==> src/rtl/gpi_pkg.sv <==
package gpi_pkg;
   localparam int unsigned GPI_W_DEF  = 16;
   localparam int unsigned SLOT_W_DEF = 20;

   typedef enum logic {
      IRQ_COMB = 1'b0,
      IRQ_FLOP = 1'b1
   } irq_mode_e;
endpackage

==> src/rtl/gpi_capture.sv <==
module gpi_capture #(
   parameter int unsigned SLOT_W = 20,
   parameter int unsigned GPI_W  = 16
) (
   input  logic              clk,
   input  logic              rst_n,
   input  logic              slot_valid,
   input  logic [SLOT_W-1:0] slot_data,
   output logic [GPI_W-1:0]  status_q,
   output logic [GPI_W-1:0]  rise_vec
);
   localparam int unsigned LOW_W = SLOT_W - GPI_W;

   logic [GPI_W-1:0] field;

   generate
      if (GPI_W == 0 || SLOT_W < GPI_W) begin : g_bad
         $error("gpi_capture: status field does not fit the slot");
      end
   endgenerate

   assign field    = slot_data[SLOT_W-1:LOW_W];
   assign rise_vec = slot_valid ? (field & ~status_q) : '0;

   always_ff @(posedge clk) begin
      if (!rst_n) begin
         status_q <= '0;
      end else if (slot_valid) begin
         status_q <= field;
      end
   end
endmodule

==> src/rtl/gpi_sticky_bank.sv <==
module gpi_sticky_bank #(
   parameter int unsigned GPI_W = 16
) (
   input  logic             clk,
   input  logic             rst_n,
   input  logic [GPI_W-1:0] rise_vec,
   input  logic [GPI_W-1:0] sten_q,
   input  logic             clr_we,
   input  logic [GPI_W-1:0] clr_data,
   output logic [GPI_W-1:0] flags_q
);
   generate
      for (genvar i = 0; i < GPI_W; i++) begin : g_pin
         logic set_i;
         logic clr_i;
         assign set_i = rise_vec[i] & sten_q[i];
         assign clr_i = clr_we & clr_data[i];
         always_ff @(posedge clk) begin
            if (!rst_n) begin
               flags_q[i] <= 1'b0;
            end else if (set_i) begin
               flags_q[i] <= 1'b1;
            end else if (clr_i) begin
               flags_q[i] <= 1'b0;
            end
         end
      end
   endgenerate
endmodule

==> src/rtl/gpi_irq_tree.sv <==
module gpi_irq_tree #(
   parameter int unsigned GPI_W   = 16,
   parameter bit          IRQ_REG = 1'b0
) (
   input  logic             clk,
   input  logic             rst_n,
   input  logic [GPI_W-1:0] flags_q,
   input  logic [GPI_W-1:0] sten_q,
   input  logic [GPI_W-1:0] inten_q,
   output logic             irq
);
   logic [GPI_W-1:0] armed;
   logic             any_armed;

   assign armed     = flags_q & sten_q & inten_q;
   assign any_armed = |armed;

   generate
      if (IRQ_REG == gpi_pkg::IRQ_FLOP) begin : g_flop
         logic irq_q;
         always_ff @(posedge clk) begin
            if (!rst_n) irq_q <= 1'b0;
            else        irq_q <= any_armed;
         end
         assign irq = irq_q;
      end else begin : g_comb
         assign irq = any_armed;
      end
   endgenerate
endmodule

==> src/rtl/gpi_status_capture.sv <==
module gpi_status_capture #(
   parameter int unsigned SLOT_W  = gpi_pkg::SLOT_W_DEF,
   parameter int unsigned GPI_W   = gpi_pkg::GPI_W_DEF,
   parameter bit          IRQ_REG = 1'b0
) (
   input  logic              clk,
   input  logic              rst_n,
   input  logic              slot_valid,
   input  logic [SLOT_W-1:0] slot_data,
   input  logic              sten_we,
   input  logic [GPI_W-1:0]  sten_data,
   input  logic              inten_we,
   input  logic [GPI_W-1:0]  inten_data,
   input  logic              clr_we,
   input  logic [GPI_W-1:0]  clr_data,
   output logic [GPI_W-1:0]  gpi_status,
   output logic [GPI_W-1:0]  gpi_flags,
   output logic              irq
);
   logic [GPI_W-1:0] sten_q;
   logic [GPI_W-1:0] inten_q;
   logic [GPI_W-1:0] rise_vec;

   always_ff @(posedge clk) begin
      if (!rst_n) begin
         sten_q  <= '0;
         inten_q <= '0;
      end else begin
         if (sten_we)  sten_q  <= sten_data;
         if (inten_we) inten_q <= inten_data;
      end
   end

   gpi_capture #(.SLOT_W(SLOT_W), .GPI_W(GPI_W)) u_cap (
      .clk        (clk),
      .rst_n      (rst_n),
      .slot_valid (slot_valid),
      .slot_data  (slot_data),
      .status_q   (gpi_status),
      .rise_vec   (rise_vec)
   );

   gpi_sticky_bank #(.GPI_W(GPI_W)) u_bank (
      .clk      (clk),
      .rst_n    (rst_n),
      .rise_vec (rise_vec),
      .sten_q   (sten_q),
      .clr_we   (clr_we),
      .clr_data (clr_data),
      .flags_q  (gpi_flags)
   );

   gpi_irq_tree #(.GPI_W(GPI_W), .IRQ_REG(IRQ_REG)) u_irq (
      .clk     (clk),
      .rst_n   (rst_n),
      .flags_q (gpi_flags),
      .sten_q  (sten_q),
      .inten_q (inten_q),
      .irq     (irq)
   );
endmodule

==> config.mk <==
export PLATFORM = sky130hd
export DESIGN_NAME = gpi_status_capture
export DESIGN_NICKNAME = d
export VERILOG_FILES = /design/src/rtl/gpi_pkg.sv /design/src/rtl/gpi_capture.sv /design/src/rtl/gpi_sticky_bank.sv /design/src/rtl/gpi_irq_tree.sv /design/src/rtl/gpi_status_capture.sv
export SDC_FILE = /design/constraint.sdc
export NUM_CORES = 1
export LEC_CHECK = 0
export BUFFER_PORTS_ARGS = -buffer_cell sky130_fd_sc_hd__buf_2
export CAP_MARGIN = 40
export CORE_MARGIN = 1.5
export CORE_UTILIZATION = 51
export DETAILED_ROUTE_END_ITERATION = 16
export GPL_TIMING_DRIVEN = 0
export PLACE_DENSITY = 0.84
export SLEW_MARGIN = 15
export SYNTH_ARGS = -nofsm -noshare
export SYNTH_HDL_FRONTEND = slang
export SYNTH_SLANG_ARGS = --single-unit
==> constraint.sdc <==
create_clock -name clk -period 1.75 [get_ports clk]
set_input_delay 0.2625 -clock clk [delete_from_list [all_inputs] [get_ports clk]]
set_output_delay 0.2625 -clock clk [all_outputs]
set_load 0.05 [all_outputs]
==> impl_metrics.env, run 1 <==
export IMPL_status="finished, violations left"
export IMPL_violations="setup timing"
export IMPL_synth_edf_count=0
export IMPL_viasPerCell=5.13
export IMPL_clock_path_buffers=2
export IMPL_grtUsageMet1=0.311
export IMPL_synth_nets=336
export IMPL_cp_data_required_time_ns=1.49
export IMPL_cts_root_buffer_cell="clkbuf_8"
export IMPL_grt_setup_unrepaired="yes"
export IMPL_fp_dieArea_um2=5650
export IMPL_tritoncts="built"
export IMPL_grt_pass1_wl_mm=10.4
export IMPL_use_met3=0.0616
export IMPL_rows=26
export IMPL_synth_most_common_cell="dfxtp_1"
export IMPL_peakVddDrop_uv=720
export IMPL_start_util=0.523
export IMPL_maxCapViolCount=0
export IMPL_remaining_drc_errors=0
export IMPL_crit_arrival_ns=1.53
export IMPL_core_area_um2=5070
export IMPL_drive_above_1_share=0.438
export IMPL_synth_ff_type="dfxtp_1"
export IMPL_synth_area_per_cell_um2=10.1
export IMPL_final_util=0.714
export IMPL_io_pins=107
export IMPL_antenna_found_initial=0
export IMPL_port_buffer_count=97
export IMPL_hold_viol=0
export IMPL_drt_iter0_drc=105
export IMPL_n_antenna_cell=0
export IMPL_synthCells=262
export IMPL_cp_start_kind="flop"
export IMPL_slew_violations=0
export IMPL_clock_latency_ns=0.33
export IMPL_grt_max_degree=11
export IMPL_grt_pass1_vias=2280
export IMPL_fin_crit_ns=1.79
export IMPL_setup_viol=1
export IMPL_syn2layout_area_growth_pct=36.5
export IMPL_worstMarginPinSlew_ns=0.602
export IMPL_critPathKind="flop to output port"
export IMPL_yosysSeqAreaShare=0.482
export IMPL_holdCritPathClass="input pin to flop"
export IMPL_grtUsageMet2=0.441
export IMPL_ys_async_sr_fraction=0
export IMPL_grt_total_usage=0.258
export IMPL_cp_max_fo=2
export IMPL_busiest_layer="met2"
export IMPL_yosys_warnings=0
export IMPL_ys_types=14
export IMPL_grt_overflow_total=0
export IMPL_synthTopCellsByArea="dfxtp_1 (48%), mux2i_1 (18%), nor2b_1 (11%)"
export IMPL_netlist_area_leader_share=0.482
export IMPL_p_leak_uw=0.00169
export IMPL_syn_area_um2=2660
export IMPL_fin_skew_ns=0.00303
export IMPL_drtPass1Iterations=4
export IMPL_ant_nets=0
export IMPL_powerDensity_nw_per_um2=920
export IMPL_dr_total_vias=2360
export IMPL_postSynthRegisterBits=64
export IMPL_fin_ws_ns=-0.0435
export IMPL_cts_sinks=64
export IMPL_fin_crit_sh=1.02
export IMPL_dp_slack_ns=0.238
export IMPL_gp_congestion=0.727
export IMPL_wl_mm=7.04
export IMPL_drt_wirelength_per_cell_um=15.3
export IMPL_hold_buffers=0
export IMPL_fp_dieH_um=75.2
export IMPL_timing_slew_headroom=0.599
export IMPL_tns_ns=-0.0435
export IMPL_fmax_mhz=558
export IMPL_yosys_top_cells_count="dfxtp_1 (64), mux2i_1 (48), nor2b_1 (48)"
export IMPL_cts_buffers=9
export IMPL_htreeDepth=3
export IMPL_die_w_um=75.2
export IMPL_synth_top_area_cell="dfxtp_1"
export IMPL_dp_hpwl_mm=5.03
export IMPL_nNetsFinal=459
export IMPL_endpoint_kind="output port"
export IMPL_clk_pin_slew_ns=0.06
-- per-stage QoR --
stage | hold WS, ns | area, um^2 | total power (uW) | std cells
2_1_floorplan | 0.428 | 2660 | 1900 | 262
6_report | 0.189 | 3620 | 3330 | 460
3_3_place_gp | 0.471 | 3230 | 2050 | 429
5_1_grt | 0.196 | 3620 | 3450 | 460
3_5_place_dp | 0.475 | 3230 | 2060 | 429
4_1_cts | 0.181 | 3550 | 3330 | 455
-- registers in the layout (all words and copies together), names as in the netlist --
signal,cells
sten_q,16
u_bank.flags_q,16
inten_q,16
u_cap.status_q,16
-- worst max-delay path: stages, from the launching register on --
cell and delay [ns]:
dfxtp_1 0.32, nand3_2 0.08, nand4_1 0.09, or4_4 0.54
buf_8 0.17
-- final cells by class --
type	instances	area (um^2)
Clock inverter	3	40.0
Sequential cell	64	1310
Multi-Input combinational cell	181	1330
Clock buffer	13	159
Timing Repair Buffer	112	608
Tap cell	70	87.6
Fill cell	406	1450
Buffer	17	91.3
-- worst paths after layout --
path / from / endpoint / slack [ns] / cells after the start
worst max-delay path: inten_q[14] / irq / -0.04 / 4
worst max register to register: sten_q[6] / u_bank.flags_q[6] / 0.93 / 3
worst min register to register: u_bank.flags_q[8] / u_bank.flags_q[8] / 0.48 / 2
worst min-delay path: clr_data[7] / u_bank.flags_q[7] / 0.19 / 4
-- layer usage --
metal / wire length [um] / vias to the layer above
met4: 89 / 0
met1: 3120 / 1120
met2: 3470 / 80
met5: 0 / -
li1: - / 1152
met3: 354 / 8
-- logic make-up after synthesis --
family | after synthesis | synth area share
compound gates | 16 | 0.0452
buf+inv | 17 | 0.0344
flops | 64 | 0.482
mux | 48 | 0.181
simple gates | 117 | 0.257
-- repair_timing --
item	CTS	global route
buffers inserted	10	5
gates resized for setup	20	16
pin swaps	5	4
setup endpoints to repair	1	1
cloned	0	0
-- where the power goes --
| part | internal (uW) | switching [uW] |
|---|---|---|
| logic | 203 | 272 |
| clock network | 732 | 537 |
| registers | 1540 | 51.8 |
-- cells in the final DEF, fill, tap and decap left out, drive strengths merged --
cell and n:
a21boi 16, clkinv 2, nor2b 48, or4 1, nand4 4, bufinv 1
mux2i 48, nand2 32, dfxtp 64, nand4b 16, clkbuf 20, buf 122
nand3 16
Note: power is estimated with default switching activity, not from simulation.
==> run 2, diff against run 1 <==
- PLACE_DENSITY: 0.84 -> 0.88
- SETUP_SLACK_MARGIN: unset -> 0.1
==> run 2 against run 1 <==
Net effect:
- the flow still finishes with violations (setup timing)
- die area unchanged
- power decreased by 3.4%
- flip-flop and latch count unchanged
- sequential power about the same
- fmax decreased by 2.4%
- register-to-register slack improved by 0.02 ns
- clock skew increased by 0.0029 ns
- clock power decreased by 9%
- critical path depth unchanged
- final area decreased by 1.8%
- critical path type unchanged
- critical endpoint unchanged
==> impl_metrics.env, run 2 (synthesis results as in run 1) <==
export IMPL_status="finished, violations left"
export IMPL_violations="setup timing"
export IMPL_worstSetupStartpoint="inten_q[8]"
export IMPL_slew_violations=0
export IMPL_dp_hpwl_mm=4.95
export IMPL_reg2reg_to="u_bank.flags_q[13]"
export IMPL_viasPerCell=5.11
export IMPL_rrSetupSlack_ns=0.95
export IMPL_critPathKind="flop to output port"
export IMPL_holdCritPathClass="input pin to flop"
export IMPL_fin_crit_sh=1.05
export IMPL_grt_overflow_total=0
export IMPL_p_leak_uw=0.00165
export IMPL_clock_latency_ns=0.33
export IMPL_p_clk_frac=0.361
export IMPL_peakVddDrop_uv=594
export IMPL_final_cell_mix="buf_2 (100), mux2i_1 (48), nor2b_1 (48)"
export IMPL_tritoncts="built"
export IMPL_fin_ws_ns=-0.0867
export IMPL_fin_skew_ns=0.00588
export IMPL_hold_path_endpoint="inten_q[9]"
export IMPL_final_common_cell="buf_2"
export IMPL_r2r_cells=2
export IMPL_die_w_um=75.2
export IMPL_p_switching_uw=863
export IMPL_grt_pass1_vias=2213
export IMPL_switching_share=0.268
export IMPL_p_int_uw=2360
export IMPL_grt_setup_unrepaired="yes"
export IMPL_drt_iter0_drc=82
export IMPL_grt_total_usage=0.255
export IMPL_fp_dieArea_um2=5650
export IMPL_gp_congestion=0.772
export IMPL_drive_above_1_share=0.426
export IMPL_endpoint_kind="output port"
export IMPL_grt_max_degree=11
export IMPL_dr_total_vias=2317
export IMPL_port_buffer_count=97
export IMPL_n_antenna_cell=0
export IMPL_fmax_mhz=544
export IMPL_start_util=0.523
export IMPL_core_area_um2=5070
export IMPL_dp_cells=429
export IMPL_fin_area_um2=3560
export IMPL_dp_slack_ns=0.221
export IMPL_maxCapViolCount=0
export IMPL_fin_crit_ns=1.84
export IMPL_fp_dieH_um=75.2
export IMPL_hold_depth=3
export IMPL_cp_data_required_time_ns=1.49
export IMPL_combPwrFrac=0.145
export IMPL_antenna_found_initial=0
export IMPL_drtPass1Iterations=5
export IMPL_powerDensity_nw_per_um2=905
export IMPL_io_pins=107
export IMPL_hold_buffers=0
export IMPL_setup_viol=1
export IMPL_cts_buffers=9
export IMPL_clock_path_buffers=2
export IMPL_drt_wirelength_per_cell_um=15.6
export IMPL_remaining_drc_errors=0
export IMPL_hp_start="inten_data[9]"
export IMPL_cts_root_buffer_cell="clkbuf_8"
export IMPL_worstMarginPinSlew_ns=0.552
export IMPL_htreeDepth=3
export IMPL_wl_mm=7.08
export IMPL_worst_r2r_startpoint="sten_q[13]"
export IMPL_cts_sinks=64
export IMPL_p_seq_frac=0.494
export IMPL_nNetsFinal=452
export IMPL_dpl_cell_area_um2=3230
export IMPL_hold_viol=0
export IMPL_cp_start_kind="flop"
export IMPL_syn2layout_area_growth_pct=34.0
export IMPL_cp_max_fo=2
export IMPL_timing_slew_headroom=0.632
export IMPL_clk_pin_slew_ns=0.07
export IMPL_crit_arrival_ns=1.57
export IMPL_grt_pass1_wl_mm=10.4
export IMPL_final_cell_count_no_fill=453
export IMPL_rows=26
export IMPL_ant_nets=0
[run 2: cell type report]
type / instances / area [um^2]
Fill cell: 414 / 1520
Multi-Input combinational cell: 181 / 1330
Sequential cell: 64 / 1310
Timing Repair Buffer: 105 / 556
Clock buffer: 13 / 169
Buffer: 17 / 91.3
Tap cell: 70 / 87.6
Clock inverter: 3 / 15.0
[run 2: stage by stage]
step	hold WS [ns]	utilization	total power, uW	setup TNS, ns
3_5_place_dp	0.479	0.637	2060	0
6_report	0.186	0.701	3220	-0.0867
4_1_cts	0.185	0.687	3210	-0.0513
5_1_grt	0.190	0.701	3340	-0.123
3_3_place_gp	0.473	0.637	2050	0
2_1_floorplan	0.428	-	1900	0
[run 2: how the worst max path moves through the flow]
stage | endpoint | slack [ns]
5_1_grt | irq | -0.12
4_1_cts | irq | -0.05
6_report | irq | -0.09
3_5_place_dp | irq | 0.22
3_3_place_gp | irq | 0.23
2_1_floorplan | irq | 0.15
[run 2: worst max-delay path: stages, from the launching register on]
cell and delay [ns]:
dfxtp_2 0.33, nand3_2 0.09, nand4_1 0.10, or4_4 0.55, buf_8 0.17
[run 2: repair_timing]
item                                    4_1_cts  5_1_grt
pin swaps                                     3        3
endpoints found under the setup margin        1        1
buffers inserted                              3        5
gates cloned                                  0        0
resized for setup                            19       14
[run 2: power groups by stage]
stage / registers [uW] / logic, uW / clock network [uW]
5_1_grt: 1600 / 500 / 1240
6_report: 1590 / 466 / 1160
2_1_floorplan: 1710 / 192 / 0
4_1_cts: 1580 / 457 / 1170
3_5_place_dp: 1610 / 449 / 0
3_3_place_gp: 1610 / 439 / 0
[run 2: metal layers]
layer | vias to the layer above | part of all wire | wire (um) | global-route usage
met5 | - | 0 | 0 | 0
met4 | 0 | 0.019 | 133 | 0.141
met3 | 13 | 0.047 | 334 | 0.0469
met2 | 74 | 0.51 | 3620 | 0.429
met1 | 1094 | 0.42 | 2990 | 0.308
li1 | 1136 | - | - | -
